$ cat src/rtl/wgs_pkg.sv
package wgs_pkg;
    typedef enum logic [1:0] {
        S_IDLE,
        S_GATE,
        S_RUNDOWN,
        S_HOLDOFF
    } seq_state_t;
endpackage

$ cat src/rtl/wgs_sync.sv
module wgs_sync #(
    parameter int W      = 2,
    parameter int STAGES = 2
) (
    input  logic         clk,
    input  logic         rst,
    input  logic [W-1:0] d_in,
    output logic [W-1:0] rise_o
);
    for (genvar b = 0; b < W; b++) begin : g_bit
        // STAGES synchronizer flops plus one delay flop for edge detection
        logic [STAGES:0] sh;
        always_ff @(posedge clk) begin
            if (rst) sh <= '0;
            else     sh <= {sh[STAGES-1:0], d_in[b]};
        end
        assign rise_o[b] = sh[STAGES-1] & ~sh[STAGES];
    end
endmodule

$ cat src/rtl/wgs_dead_timer.sv
module wgs_dead_timer #(
    parameter int W = 9
) (
    input  logic         clk,
    input  logic         rst,
    input  logic         load,
    input  logic [W-1:0] load_val,
    output logic [W-1:0] left_o,
    output logic         last_o
);
    logic [W-1:0] left_q;

    always_ff @(posedge clk) begin
        if (rst)               left_q <= '0;
        else if (load)         left_q <= load_val;
        else if (left_q != '0) left_q <= left_q - 1'b1;
    end

    assign left_o = left_q;
    // one or zero cycles of dead time remain after this edge
    assign last_o = (left_q <= W'(1));

    // once expired the window stays expired until the next accepted hit
    p_dead_sat_r4: assert property (@(posedge clk) disable iff (rst)
        (left_q == '0 && !load) |=> (left_q == '0));
endmodule

$ cat src/rtl/wilk_gate_seq.sv
module wilk_gate_seq
    import wgs_pkg::*;
#(
    parameter int GATE_W = 4,
    parameter int DEAD_W = 9,
    parameter int TMO_W  = 6
) (
    input  logic              clk,
    input  logic              rst,
    input  logic              hit_in,
    input  logic              zero_in,
    input  logic [GATE_W-1:0] cfg_gate,
    input  logic [DEAD_W-1:0] cfg_dead,
    input  logic [TMO_W-1:0]  cfg_tmo,
    output logic              gate_o,
    output logic              rundown_o,
    output logic              busy_o,
    output logic              err_o
);
    localparam int SYNC_STAGES = 2;
    localparam int SIG_HIT  = 0;
    localparam int SIG_ZERO = 1;

    seq_state_t state_q, state_d;

    logic [1:0]        rise;
    logic              hit_rise, zero_rise;
    logic              accept, tmo_hit;
    logic [GATE_W-1:0] gate_eff, gcnt_q;
    logic [TMO_W-1:0]  tmo_eff, tmo_q, tcnt_q;
    logic [DEAD_W-1:0] dead_left;
    logic              dead_last;
    logic              err_q;

    wgs_sync #(.W(2), .STAGES(SYNC_STAGES)) u_sync (
        .clk    (clk),
        .rst    (rst),
        .d_in   ({zero_in, hit_in}),
        .rise_o (rise)
    );
    assign hit_rise  = rise[SIG_HIT];
    assign zero_rise = rise[SIG_ZERO];

    assign accept   = (state_q == S_IDLE) && hit_rise;
    assign gate_eff = (cfg_gate == '0) ? GATE_W'(1) : cfg_gate;
    assign tmo_eff  = (cfg_tmo == '0) ? TMO_W'(1) : cfg_tmo;
    assign tmo_hit  = (state_q == S_RUNDOWN) && !zero_rise
                      && (tcnt_q == tmo_q - 1'b1);

    wgs_dead_timer #(.W(DEAD_W)) u_dead (
        .clk      (clk),
        .rst      (rst),
        .load     (accept),
        .load_val (cfg_dead),
        .left_o   (dead_left),
        .last_o   (dead_last)
    );

    // state register
    always_ff @(posedge clk) begin
        if (rst) state_q <= S_IDLE;
        else     state_q <= state_d;
    end

    // transitions
    always_comb begin
        state_d = state_q;
        unique case (state_q)
            S_IDLE:    if (accept) state_d = S_GATE;
            S_GATE:    if (gcnt_q == '0) state_d = S_RUNDOWN;
            S_RUNDOWN: if (zero_rise || tmo_hit)
                           state_d = dead_last ? S_IDLE : S_HOLDOFF;
            S_HOLDOFF: if (dead_last) state_d = S_IDLE;
            default:   state_d = S_IDLE;
        endcase
    end

    // counters, captured configuration and error flag
    always_ff @(posedge clk) begin
        if (rst) begin
            gcnt_q <= '0;
            tcnt_q <= '0;
            tmo_q  <= TMO_W'(1);
            err_q  <= 1'b0;
        end else begin
            if (accept) begin
                gcnt_q <= gate_eff - 1'b1;
                tmo_q  <= tmo_eff;
            end else if (state_q == S_GATE && gcnt_q != '0) begin
                gcnt_q <= gcnt_q - 1'b1;
            end
            if (state_q == S_RUNDOWN) tcnt_q <= tcnt_q + 1'b1;
            else                      tcnt_q <= '0;
            if (tmo_hit) err_q <= 1'b1;
        end
    end

    // outputs
    always_comb begin
        gate_o    = (state_q == S_GATE);
        rundown_o = (state_q == S_RUNDOWN);
        busy_o    = (state_q != S_IDLE);
        err_o     = err_q;
    end

    p_accept_r1: assert property (@(posedge clk) disable iff (rst)
        (!busy_o && hit_rise) |=> gate_o);

    p_gate_end_r2: assert property (@(posedge clk) disable iff (rst)
        (gate_o && gcnt_q == '0) |=> (rundown_o && !gate_o));

    p_zero_end_r3: assert property (@(posedge clk) disable iff (rst)
        (rundown_o && zero_rise) |=> !rundown_o);

    p_idle_quiet_r3: assert property (@(posedge clk) disable iff (rst)
        (!busy_o && !hit_rise) |=> !busy_o);

    p_holdoff_dead_r4: assert property (@(posedge clk) disable iff (rst)
        (state_q == S_HOLDOFF) |-> (dead_left != '0));

    p_tmo_cap_r5: assert property (@(posedge clk) disable iff (rst)
        rundown_o |-> (tcnt_q < tmo_q));

    p_err_sticky_r5: assert property (@(posedge clk) disable iff (rst)
        err_o |=> err_o);

    p_excl_r9: assert property (@(posedge clk) disable iff (rst)
        !(gate_o && rundown_o));

    p_busy_cover_r9: assert property (@(posedge clk) disable iff (rst)
        (gate_o || rundown_o) |-> busy_o);
endmodule

$ cat config.mk
export PLATFORM = sky130hd
export DESIGN_NAME = wilk_gate_seq
export DESIGN_NICKNAME = d
export VERILOG_FILES = /design/src/rtl/wgs_pkg.sv /design/src/rtl/wgs_sync.sv /design/src/rtl/wgs_dead_timer.sv /design/src/rtl/wilk_gate_seq.sv
export SDC_FILE = /design/constraint.sdc
export NUM_CORES = 1
export LEC_CHECK = 0
export BUFFER_PORTS_ARGS = -buffer_cell sky130_fd_sc_hd__buf_2
export CORE_MARGIN = 10
export CORE_UTILIZATION = 30
export DETAILED_ROUTE_END_ITERATION = 6
export SETUP_SLACK_MARGIN = 0.5
export SYNTH_ARGS = -nofsm -noshare
export SYNTH_HDL_FRONTEND = slang
export SYNTH_HIERARCHICAL = 1
export SYNTH_SLANG_ARGS = --single-unit
$ cat constraint.sdc
create_clock -name clk -period 2.6 [get_ports clk]
set_clock_uncertainty 0.2 [all_clocks]
set_input_delay 0.13 -clock clk [delete_from_list [all_inputs] [get_ports clk]]
set_output_delay 0.13 -clock clk [all_outputs]
set_load 0.03 [all_outputs]
==> results.toml <==
[cells_and_area]
layout-drive-gt1-share = 0.228
areaGrowthSynthToFinish_pct = 29.0
diodes = 0
design.final.nets = 275
utilization = 0.401

[drt]
via_count = 1484
met3RoutedLength_um = 214
post_drt_via_cell_ratio = 4.67
routedWlPerCell_um = 11.6
routed_wirelength_um = 3690
drt-initial-drc-count = 50
final_antenna_net_count = 0
wl_met2_um = 1690
post-route-drc-count = 0
drt_pre_antenna_iters = 4
highest-signal-layer = "met4"
wirelength_met1_um = 1750

[global_routing]
largest_net_degree_at_the_start_of_global_routing = 29
grt_pass1_vias = 1387
global_route.usage.total = 0.0841
grt_pass1_wl_um = 6220
antenna_found_initial = 0
grt_overflow = 0

[sta]
fin_tns_setup_ps = 0
maxSlewViolCount = 0
final.period_utilization = 0.756
endpoints_failing_hold = 0
worst_slew_pin_slew_ps = 526
layout_min_cycle_time_ps = 1970
timing.slew.headroom = 0.649
timing.final.setup_violations = 0
worst_hold_slack_ps = 8.12
max_freq_ghz = 0.509
layout_setup_ws_ps = 635
rsz0062_at_grt = "yes"

[synthesis]
number_of_library_cell_types_mapped_by_synthesis = 44
synth_top_cell_by_area = "sky130_fd_sc_hd__dfxtp_1"
yosys_warnings = 6
synth_top_cells_by_area = "sky130_fd_sc_hd__dfxtp_1, sky130_fd_sc_hd__nor2_1, sky130_fd_sc_hd__xor2_1"
count_of_state_elements_after_synthesis = 34
post_synth.cell_area_avg_um2 = 8.75
async_reset_ff_frac = 0
cell_area_synth_um2 = 1720
synth_cells = 197
synth.net_count = 225
synth.top_cell.area_share = 0.395
number_of_enable_type_register_cells_in_the_synthesized_netlist = 0
synth_sequential_area_ratio = 0.395
synth_ff_type = "sky130_fd_sc_hd__dfxtp_1"

[placement]
detailed_place_hpwl_um = 2640
place.port_buffers = 26
worst_setup_slack_after_placement_ps = 466
gpl.final_weighted_congestion = 0.780

[floorplan]
design.core.area_um2 = 5540
ioPinCount = 27
die_h_um = 95.8
core.rowCount = 27
floorplan.initialDensity = 0.311
dieArea_um2 = 9180
die_w_um = 95.8

[power_and_ir_drop]
cellLeakagePower_nw = 0.917
vdd.ir_drop.worst_mv = 0.224
report.power.total_w = 0.00170
powerDensity_nw_per_um2 = 763

[min_path]
timing.hold.worst.class = "input pin to flip-flop"

[worst_setup_path]
critical_path_peak_fanout = 4
required_worst_endpoint_ps = 2600
worstSetupPathType = "flip-flop to flip-flop"
critPathCaptureType = "flip-flop"
cp_data_arrival_time_ps = 1960
cp-start-kind = "flip-flop"

[clocking]
tritoncts = "built"
htree_num_levels = 2
cts_root_buffer = "sky130_fd_sc_hd__clkbuf_8"
number_of_buffers_inserted_during_clock_tree_synthesis = 5
clockBufferDepth = 2
clkTransAtPathRegs_ps = 60
numClockSinks = 34
clock_latency_ps = 280

[run]
cap_viol_max_count = 0

[outcome]
outcome = "complete, no violations"
## cell type report
type,count,area (um^2)
fill,580,3320
clock buffer,6,82.6
timing repair buffer,49,345
inverter,13,51.3
tap,72,90.1
sequential,34,687
multi-input combinational,144,967
## flip-flops by register name, indices dropped and copies added, names as in the netlist
signal	count
gcnt_q	4
u_dead/left_o	9
u_sync/g_bit.sh	6
tcnt_q	6
tmo_q	6
err_o	1
state_q	2
## cell usage in the layout, fill, tap and decap left out, drive strengths merged
| cell type | count |
|---|---|
| nor2 | 25 |
| nand2b | 7 |
| nand3 | 5 |
| o32a | 1 |
| xnor2 | 8 |
| clkbuf | 6 |
| nor3 | 6 |
| dlygate4sd3 | 17 |
| o21ai | 3 |
| dfxtp | 34 |
| a211o | 1 |
| inv | 13 |
| o21ba | 1 |
| mux2i | 2 |
| o311ai | 3 |
| or2 | 1 |
| a21oi | 13 |
| o211a | 3 |
| a21o | 1 |
| a22oi | 2 |
| a2bb2oi | 1 |
| o211ai | 1 |
| nor2b | 10 |
| a311oi | 1 |
| xor2 | 9 |
| a211oi | 7 |
| nor4 | 1 |
| nand3b | 2 |
| nand2 | 16 |
| a221oi | 2 |
| and4bb | 1 |
| ha | 5 |
| o22ai | 1 |
| buf | 32 |
| or3 | 3 |
| a41oi | 1 |
| or4 | 1 |
## worst max-delay path, stage by stage (launching register included)
cell	delay, ps
sky130_fd_sc_hd__dfxtp_2	360
sky130_fd_sc_hd__inv_1	50
sky130_fd_sc_hd__ha_2	200
sky130_fd_sc_hd__o21ba_1	190
sky130_fd_sc_hd__a221oi_2	260
sky130_fd_sc_hd__a41oi_2	70
sky130_fd_sc_hd__or3_4	360
sky130_fd_sc_hd__a311oi_2	190
## routing by layer
metal,vias up,global-route usage
li1,778,-
met1,678,0.107
met2,26,0.125
met3,2,0.0350
met4,0,0.0295
met5,-,0
## final timing paths
path	startpoint	end	slack (ps)	cells past startpoint
max reg2reg	tmo_q[1]	state_q[0]	630	7
max	tmo_q[1]	state_q[0]	630	7
min	cfg_dead[1]	u_dead/left_o[1]	8	3
min reg2reg	u_sync/g_bit[1].sh[0]	u_sync/g_bit[1].sh[1]	240	1
## stage by stage
step / cell area, um^2 / instances
5_1_grt: 2220 / 318
2_1_floorplan: 1720 / 197
6_report: 2220 / 318
3_3_place_gp: 1920 / 292
4_1_cts: 2190 / 317
3_5_place_dp: 1920 / 292
## cell usage after synthesis, types with 5 or more instances
master and count:
sky130_fd_sc_hd__nand2b_1 7, sky130_fd_sc_hd__a211oi_1 5, sky130_fd_sc_hd__ha_1 5, sky130_fd_sc_hd__a21oi_1 13, sky130_fd_sc_hd__xor2_1 9, sky130_fd_sc_hd__nor2_1 25, sky130_fd_sc_hd__nand2_1 16, sky130_fd_sc_hd__xnor2_1 8
sky130_fd_sc_hd__inv_1 12, sky130_fd_sc_hd__dfxtp_1 34, sky130_fd_sc_hd__nand3_1 5, sky130_fd_sc_hd__nor3_1 6, sky130_fd_sc_hd__nor2b_1 10
## report_power, final
group	total, W	internal [W]	switching (W)
clock	0.000379	0.000204	0.000175
combinational	0.000658	0.000323	0.000335
sequential	0.000659	0.000596	0.0000632
total	0.00170	0.00112	0.000573
## cell families (layout without fill, tap and decap cells)
logic type / after synthesis / after routing / synth area share
AND/OR/NAND/NOR: 78 / 78 / 0.227
AO/OA/AOI/OAI: 42 / 42 / 0.187
flip-flops: 34 / 34 / 0.395
buffers and inverters: 19 / 68 / 0.0566
XOR/XNOR: 17 / 17 / 0.0864
adder cells (fa/ha/maj): 5 / 5 / 0.0363
multiplexers: 2 / 2 / 0.0116
## what timing repair did
item / CTS / global route
hold buffers: 17 / 0
gates resized for setup: 2 / 8
hold endpoints to repair: 17 / 0
pin swaps: 0 / 2
endpoints found under the setup margin: 2 / 10
setup buffers: 2 / 1
(Power assumes the default switching activity.)
